===== src/rtl/cpx_pkg.sv =====
package cpx_pkg;

    localparam int INSTR_W   = 32;
    localparam int DIR_POS   = 20;
    localparam int IDX_LO    = 16;
    localparam int IDX_W_FLD = 4;
    localparam int CPN_LO    = 8;
    localparam int CPN_W     = 4;

    typedef enum logic [1:0] {
        HS_ABSENT = 2'b00,
        HS_WAIT   = 2'b01,
        HS_GO     = 2'b10,
        HS_LAST   = 2'b11
    } hs_t;

    typedef enum logic [2:0] {
        PH_IDLE,
        PH_EXE1,
        PH_STALL,
        PH_MEM,
        PH_WB
    } phase_t;

    typedef struct packed {
        logic                 to_core;
        logic [IDX_W_FLD-1:0] reg_idx;
        logic [CPN_W-1:0]     cp_num;
    } xfer_fields_t;

    typedef struct packed {
        logic                 to_core;
        logic [IDX_W_FLD-1:0] reg_idx;
    } xfer_ctl_t;

    function automatic xfer_fields_t split_instr(input logic [INSTR_W-1:0] w);
        xfer_fields_t f;
        f.to_core = w[DIR_POS];
        f.reg_idx = w[IDX_LO +: IDX_W_FLD];
        f.cp_num  = w[CPN_LO +: CPN_W];
        return f;
    endfunction

    function automatic hs_t beat_code(input logic remaining_zero);
        return remaining_zero ? HS_LAST : HS_WAIT;
    endfunction

endpackage


===== src/rtl/cpx_decode.sv =====
module cpx_decode
    import cpx_pkg::*;
#(
    parameter logic [CPN_W-1:0] CP_ID = 4'd7
) (
    input  logic [INSTR_W-1:0] instr,
    input  logic               req_n,
    output logic               claim,
    output xfer_ctl_t          ctl
);
    xfer_fields_t fld;
    logic         unused_bits;

    assign fld         = split_instr(instr);
    assign unused_bits = ^{instr[INSTR_W-1:DIR_POS+1], instr[IDX_LO-1:CPN_LO+CPN_W],
                           instr[CPN_LO-1:0]};

    always_comb begin
        claim       = !req_n && (fld.cp_num == CP_ID);
        ctl.to_core = fld.to_core;
        ctl.reg_idx = fld.reg_idx;
    end
endmodule


===== src/rtl/cpx_seq.sv =====
module cpx_seq
    import cpx_pkg::*;
#(
    parameter int WAIT_W = 4
) (
    input  logic              clk,
    input  logic              rst,
    input  logic              claim,
    input  xfer_ctl_t         ctl_in,
    input  logic              req_n,
    input  logic              cond_pass,
    input  logic              late_cancel,
    input  logic [WAIT_W-1:0] wait_cycles,
    output hs_t               dec_hs,
    output hs_t               exe_hs,
    output logic              rd_load,
    output logic              rd_clr,
    output logic              wr_en,
    output logic [IDX_W_FLD-1:0] reg_idx
);
    phase_t            phase_q, phase_d;
    xfer_ctl_t         ctl_q;
    logic [WAIT_W-1:0] wait_q, wait_d;
    logic              left_zero;
    logic              issue_ok;
    logic              last_now;
    logic              keep_write;

    assign left_zero  = (wait_q == '0);
    assign issue_ok   = !req_n && cond_pass;
    assign keep_write = cond_pass && !late_cancel && !ctl_q.to_core;

    always_comb begin
        last_now = 1'b0;
        case (phase_q)
            PH_EXE1:  last_now = issue_ok && left_zero;
            PH_STALL: last_now = left_zero;
            default:  last_now = 1'b0;
        endcase
    end

    always_comb begin
        phase_d = phase_q;
        wait_d  = wait_q;
        case (phase_q)
            PH_IDLE: begin
                if (claim) begin
                    phase_d = PH_EXE1;
                    wait_d  = wait_cycles;
                end
            end
            PH_EXE1: begin
                if (!issue_ok) begin
                    phase_d = PH_IDLE;
                end else if (left_zero) begin
                    phase_d = PH_MEM;
                end else begin
                    phase_d = PH_STALL;
                    wait_d  = wait_q - WAIT_W'(1);
                end
            end
            PH_STALL: begin
                if (left_zero) begin
                    phase_d = PH_MEM;
                end else begin
                    wait_d = wait_q - WAIT_W'(1);
                end
            end
            PH_MEM:  phase_d = keep_write ? PH_WB : PH_IDLE;
            PH_WB:   phase_d = PH_IDLE;
            default: phase_d = PH_IDLE;
        endcase
    end

    always_ff @(posedge clk) begin
        if (rst) begin
            phase_q <= PH_IDLE;
            wait_q  <= '0;
            ctl_q   <= '0;
        end else begin
            phase_q <= phase_d;
            wait_q  <= wait_d;
            if (phase_q == PH_IDLE && claim) begin
                ctl_q <= ctl_in;
            end
        end
    end

    always_comb begin
        dec_hs = (phase_q == PH_EXE1)  ? beat_code(left_zero) : HS_ABSENT;
        exe_hs = (phase_q == PH_STALL) ? beat_code(left_zero) : HS_ABSENT;
    end

    assign rd_load = last_now && ctl_q.to_core;
    assign rd_clr  = (phase_q == PH_MEM);
    assign wr_en   = (phase_q == PH_WB);
    assign reg_idx = ctl_q.reg_idx;
endmodule


===== src/rtl/cpx_regfile.sv =====
module cpx_regfile #(
    parameter int DATA_W  = 32,
    parameter int REG_CNT = 16,
    localparam int IDX_W  = $clog2(REG_CNT)
) (
    input  logic              clk,
    input  logic              rst,
    input  logic              wr_en,
    input  logic [IDX_W-1:0]  idx,
    input  logic [DATA_W-1:0] wr_data,
    input  logic              rd_load,
    input  logic              rd_clr,
    output logic [DATA_W-1:0] rd_data
);
    logic [DATA_W-1:0] cells [REG_CNT];

    for (genvar g = 0; g < REG_CNT; g++) begin : g_cell
        always_ff @(posedge clk) begin
            if (rst) begin
                cells[g] <= '0;
            end else if (wr_en && idx == IDX_W'(g)) begin
                cells[g] <= wr_data;
            end
        end
    end

    always_ff @(posedge clk) begin
        if (rst) begin
            rd_data <= '0;
        end else if (rd_load) begin
            rd_data <= cells[idx];
        end else if (rd_clr) begin
            rd_data <= '0;
        end
    end
endmodule


===== src/rtl/cpx_xfer_unit.sv =====
module cpx_xfer_unit
    import cpx_pkg::*;
#(
    parameter int                DATA_W  = 32,
    parameter int                REG_CNT = 16,
    parameter int                WAIT_W  = 4,
    parameter logic [CPN_W-1:0]  CP_ID   = 4'd7
) (
    input  logic              clk,
    input  logic              rst,
    input  logic              req_n,
    input  logic [31:0]       instr,
    input  logic              cond_pass,
    input  logic              late_cancel,
    input  logic [WAIT_W-1:0] wait_cycles,
    input  logic [DATA_W-1:0] wr_data,
    output logic [1:0]        dec_hs,
    output logic [1:0]        exe_hs,
    output logic [DATA_W-1:0] rd_data
);
    localparam int IDX_W = $clog2(REG_CNT);

    logic                 claim;
    xfer_ctl_t            ctl;
    hs_t                  dec_hs_e, exe_hs_e;
    logic                 rd_load, rd_clr, wr_en;
    logic [IDX_W_FLD-1:0] reg_idx;

    cpx_decode #(.CP_ID(CP_ID)) u_dec (
        .instr (instr),
        .req_n (req_n),
        .claim (claim),
        .ctl   (ctl)
    );

    cpx_seq #(.WAIT_W(WAIT_W)) u_seq (
        .clk         (clk),
        .rst         (rst),
        .claim       (claim),
        .ctl_in      (ctl),
        .req_n       (req_n),
        .cond_pass   (cond_pass),
        .late_cancel (late_cancel),
        .wait_cycles (wait_cycles),
        .dec_hs      (dec_hs_e),
        .exe_hs      (exe_hs_e),
        .rd_load     (rd_load),
        .rd_clr      (rd_clr),
        .wr_en       (wr_en),
        .reg_idx     (reg_idx)
    );

    cpx_regfile #(.DATA_W(DATA_W), .REG_CNT(REG_CNT)) u_rf (
        .clk     (clk),
        .rst     (rst),
        .wr_en   (wr_en),
        .idx     (reg_idx[IDX_W-1:0]),
        .wr_data (wr_data),
        .rd_load (rd_load),
        .rd_clr  (rd_clr),
        .rd_data (rd_data)
    );

    assign dec_hs = dec_hs_e;
    assign exe_hs = exe_hs_e;
endmodule


===== config.mk =====
export PLATFORM = sky130hd
export DESIGN_NAME = cpx_xfer_unit
export DESIGN_NICKNAME = d
export VERILOG_FILES = /design/src/rtl/cpx_pkg.sv /design/src/rtl/cpx_decode.sv /design/src/rtl/cpx_seq.sv /design/src/rtl/cpx_regfile.sv /design/src/rtl/cpx_xfer_unit.sv
export SDC_FILE = /design/constraint.sdc
export NUM_CORES = 1
export LEC_CHECK = 0
export ABC_AREA = 1
export BUFFER_PORTS_ARGS = -buffer_cell sky130_fd_sc_hd__buf_4
export CAP_MARGIN = 15
export CORE_MARGIN = 2
export CORE_UTILIZATION = 44
export DETAILED_ROUTE_END_ITERATION = 8
export PLACE_DENSITY = 0.69
export SKIP_CTS_REPAIR_TIMING = 1
export SYNTH_ARGS = -nofsm -noshare
export SYNTH_HDL_FRONTEND = slang
export SYNTH_SLANG_ARGS = --single-unit

===== constraint.sdc =====
create_clock -name clk -period 4.9 [get_ports clk]
set_input_delay 1.47 -clock clk [delete_from_list [all_inputs] [get_ports clk]]
set_output_delay 1.47 -clock clk [all_outputs]
set_load 0.02 [all_outputs]

; Yosys cells after proc, flatten, opt, wreduce, memory -nomap -nowiden
; Memories as Yosys holds them, arrays and structs flattened. A register that Yosys moved wholly into a read port is not among the register bits.
; Cells that the tools add are included.
[totals]
reg_bits = 44
ram_bits = 512
input_bits = 73
output_inout_bits = 36
word_cells = 163
mem_count = 1
[memory_table]
columns = name, depth, width, rd, rd_ports_with_merged_regs, write_ports, line_no
row1 = u_rf.cells, 16, 32, 1, 1, 16, cpx_regfile.sv:15  ; logic [DATA_W-1:0] cells [REG_CNT];
[classes]
n_addsub = 1
n_eq_ne = 23
n_mux = 84
bitwise_logic = 16
n_reduce_logical = 33
[ops]
columns = operator, count
row1 = $mux W32, 18
row2 = $mux W1, 51
row3 = $eq A4 B4 Y1 const B, 8
row4 = $logic_and A1 B1 Y1, 23
row5 = $eq A4 B3 Y1 const B, 5
row6 = $mux W4, 5
row7 = $or A1 B1 Y1, 16
row8 = $mux W3, 4
row9 = $pmux W3 S4, 1
row10 = $pmux W4 S3, 1
row11 = $eq A4 B2 Y1 const B, 2
row12 = $logic_not A4 Y1, 2
row13 = $eq A3 B2 Y1 const B, 2
row14 = $mux W2, 3
row15 = $ne A2 B1 Y1 const B, 3
row16 = $eq A4 B1 Y1 const B, 1
row17 = $sub A4 B1 Y4 const B, 1
row18 = $eq A3 B1 Y1 const B, 1
row19 = $eq A3 B3 Y1 const B, 1
row20 = $logic_not A1 Y1, 3
row21 = $logic_not A3 Y1, 1
row22 = $reduce_and A3 Y1, 1
row23 = $reduce_bool A3 Y1, 1
row24 = $pmux W1 S2, 1
row25 = other kinds (2), 2

; Longest topological paths before layout
[logic_depth]
ltp_word = 6
depth_mapped = 11
depth_no_buf = 10

; By module
; A second synthesis with hierarchy kept.
[hier_totals]
hier_cells = 2902
area_unflattened_um2 = 25461.9
[by_module_without_submodules]
columns = mod, n_inst, cells_each, area_per_inst_um2
row1 = cpx_regfile, 1, 2779, 24673.7
row2 = cpx_seq, 1, 113, 723.2
row3 = cpx_decode, 1, 10, 65.1

; Least setup slack after synthesis
; Ideal clock, no wire load.
[synth_timing]
path_kind = in2reg
from = input rst
to = memory u_rf.cells[0][0], enable pin
t_arrival_ns = 3.280
required_time_ns = 4.242
slack_ns = 0.962
stages = 5
n_path_buf = 3
cell_sequence = buf_2 inv_1 clkbuf_1 clkbuf_1 o21ai_0
[synth_rtl]
columns = item, line_no
row1 = from (decl), cpx_xfer_unit.sv:10  ; input logic rst,
row2 = to (decl), cpx_regfile.sv:15

; Worst setup path after layout
[layout_timing]
from = register u_seq.wait_q[0]
to = output exe_hs[1]
[layout_via]
elab_chain_cells = 3
[layout_lines]
columns = item, line_no
row1 = from (decl), cpx_seq.sv:23  ; logic [WAIT_W-1:0] wait_q, wait_d;
row2 = from (signal assigned), cpx_seq.sv:82  ; wait_q <= wait_d;
row3 = $logic_not A4 Y1, cpx_seq.sv:29  ; assign left_zero = (wait_q == '0);
row4 = $mux W2, cpx_pkg.sv:45  ; return remaining_zero ? HS_LAST : HS_WAIT;
row5 = $mux W2, cpx_seq.sv:91  ; exe_hs = (phase_q == PH_STALL) ? beat_code(left_zero) : HS_ABSENT;
row6 = to (decl), cpx_xfer_unit.sv:18  ; output logic [1:0] exe_hs,
; Every way passes these cells.

==> flow_summary.yaml <==
outcome:
  outcome: "finished clean"
sta:
  fmax_ghz: 0.324
  final-setup-viol-count: 0
  relSlewSlack_pct: 26.4
  final.setup.tns_ns: 0
  fin_skew_ns: 0.0275
  maxSlewViolCount: 0
  period_needed_ns: 3.09
  fin_crit_sh_pct: 63.0
  worst_pin_slew_ns: 1.10
  hold_violations: 0
  rsz0062_at_grt: "false"
  hold_ws_ns: 0.482
layout:
  fillers: 4897
  area_growth_pct: 12.0
  postLayoutCellArea_mm2: 0.0277
  layout-drive-gt1-share_pct: 10.5
  fin_nets: 2593
  utilization_pct: 50.1
clock_network:
  clk_latency_ns: 0.61
  clock_tree.root_cell: "clkbuf_16"
  cts_buffers: 54
  clockBufferDepth: 3
  htree_levels: 2
  clk_pin_slew_worst_paths_ns: 0.06
  tritoncts: "done"
  cts_sinks: 560
min_path:
  hold_start: "u_rf.rd_data[19]"
  min_path_type: "flop to flop"
power:
  leakage_uw: 0.0108
  pwr-share-clk_pct: 40.1
  ir_drop_v: 0.000209
  power_density_mw_per_mm2: 355
  switching_share_pct: 22.2
  comb_power_share_pct: 5.0
  p_sw_uw: 2180
  p_int_uw: 7650
  seqPwrFrac_pct: 54.9
worst_setup_path:
  endpoint_kind: "output pin"
  cpMaxStageDelayCell: "dfxtp_1"
  path_cells: "inv_1, ha_1, nand3_1, nor2_1, buf_4"
  path_max_fanout: 4
  timing.critical_path.from_type: "flop"
  critical_path.top_delay_family: "flip-flops"
  cp-startpoint: "u_seq.wait_q[0]"
  required_ns: 3.43
  path_class: "flop to output pin"
  slowest_delay_ns: 0.38
  crit_buf_inv: 2
  arrival_ns: 1.62
die:
  fp.dieArea_mm2: 0.0581
  ios: 109
  rows: 86
  core_mm2: 0.0553
  die-width_um: 241
  die-height_um: 241
  initial_core_util_pct: 44.7
synthesis:
  synth_cell_type_count: 27
  syn_nets: 2601
  ys_seq_area_share_pct: 66.1
  yosys_register_bits: 560
  synth_top_cell_by_area: "edfxtp_1"
  ys.warnings.count: 0
  synth.top_cell.area_share_pct: 62.2
  syn_area_mm2: 0.0247
  postSynthCellCount: 2526
  synthTopCellsByArea: "edfxtp_1 62%, nand3_1 11%, nand2_1 8.3%"
  syn_avg_cell_area_um2: 9.78
placement:
  hpwl_mm: 36.3
  io_buffers: 85
  gp_congestion: 0.811
  dpl-instance-area_mm2: 0.0260
routing:
  drc: 0
  viasPerCell: 5.60
  wl_met1_mm: 27.3
  ant_nets: 0
  wl_met3_mm: 6.01
  highest_layer: "met4"
  wl_per_cell_um: 20.7
  vias: 18500
  finalWirelength_mm: 68.4
  wl_met2_mm: 33.2
  dr.pass1.iters: 6
  drt_iter0_markers: 2160
global_routing:
  grt_max_degree: 151
  antenna_found_initial: 0
  grt_pass1_wl_mm: 103
  overflow: 0
  grt_use_total_pct: 23.5
  grt_pass1_vias: 17700
run:
  maxCapViolCount: 0
==> placed cells by master (no fill, tap or decap), types with 3 or more instances in the layout <==
cell and instances:
o21ai_4 12, a21oi_1 37, clkbuf_16 55, inv_1 69, nand3_2 18, nor3_1 3
inv_2 5, buf_4 137, nand2_2 8, clkbuf_8 4, o21ai_0 13, nand3_1 514
dfxtp_1 44, edfxtp_1 512, clkbuf_1 20, clkinv_1 4, clkinv_2 12, nor2_1 531
nand2_1 540
==> power by group through the flow <==
stage | combinational [uW] | clock (uW) | sequential (uW)
after CTS | 488 | 3950 | 5390
after floorplan | 300 | 0 | 5490
after global routing | 537 | 4120 | 5400
after global placement | 475 | 0 | 5490
final | 491 | 3940 | 5390
after detailed placement | 486 | 0 | 5490
==> cell usage after synthesis (all sizes together) <==
cell type  instances
ha                 2
nand4              1
edfxtp           512
nand3b             1
nor4               1
nand2            548
nor3               4
buf              114
o21ai             25
inv               76
clkbuf            89
nand3            532
nor2             533
dfxtp             48
a21oi             37
and3               1
o31ai              1
a31oi              1
==> path summary, 6_finish.rpt <==
check        cells after the start                to  slack (ns)
max                              5         exe_hs[1]        1.81
min                              2  u_rf.rd_data[19]        0.48
max reg2reg                      8   u_rf.rd_data[5]        1.95
min reg2reg                      2  u_rf.rd_data[19]        0.48
==> cells by family (layout without fill, tap and decap cells) <==
family                   after synthesis  after routing  synth area share [%]
AND/OR/NAND/NOR                     1621           1621                  27.7
flip-flops                           560            560                  66.1
buffers and inverters                279            315                  4.84
AO/OA/AOI/OAI                         64             64                  1.31
adder cells (fa/ha/maj)                2              2                 0.101
other                                  0              2                     0
==> metrics by stage <==
step / setup slack (ns) / power (uW) / cells
after floorplan: 0.962 / 5790 / 2526
after CTS: 1.79 / 9830 / 3309
after global placement: 1.41 / 5960 / 3209
final: 1.81 / 9820 / 3312
after global routing: 1.72 / 10100 / 3310
after detailed placement: 1.35 / 5980 / 3209
==> final cells by class <==
| cell class | instances | area [um2] | share of cell area, % |
|---|---|---|---|
| antenna | 2 | 5.00 | 0.0181 |
| clock buffer | 79 | 1510 | 5.44 |
| inverter | 76 | 295 | 1.07 |
| multi-input combinational | 1687 | 7390 | 26.7 |
| sequential | 560 | 16300 | 59.0 |
| clock inverter | 21 | 138 | 0.497 |
| timing repair buffer | 139 | 1080 | 3.89 |
| tap | 748 | 936 | 3.38 |
==> metal layers <==
layer / track usage [%] / vias to the layer above
li1: - / 8480
met1: 31.1 / 8948
met2: 38.8 / 970
met3: 4.38 / 143
met4: 8.36 / 0
met5: 0 / -
==> sequential cells by signal (all words and copies together), names as in the netlist, named ones only <==
name,count
u_seq.phase_q,3
u_seq.reg_idx,4
u_seq.ctl_q,1
u_rf.rd_data,32
u_seq.wait_q,4
u_rf.cells,512
==> worst reg2reg max path, cell delays in order, from the launching register on <==
cell and delay, ns:
dfxtp_4 0.57, inv_8 0.72, buf_4 0.77, nand2_1 0.14
nand3_1 0.11, nand3_1 0.13, nand3_1 0.11, nand3_1 0.15
a21oi_1 0.20
No activity file was read; power rests on OpenSTA's default activity.
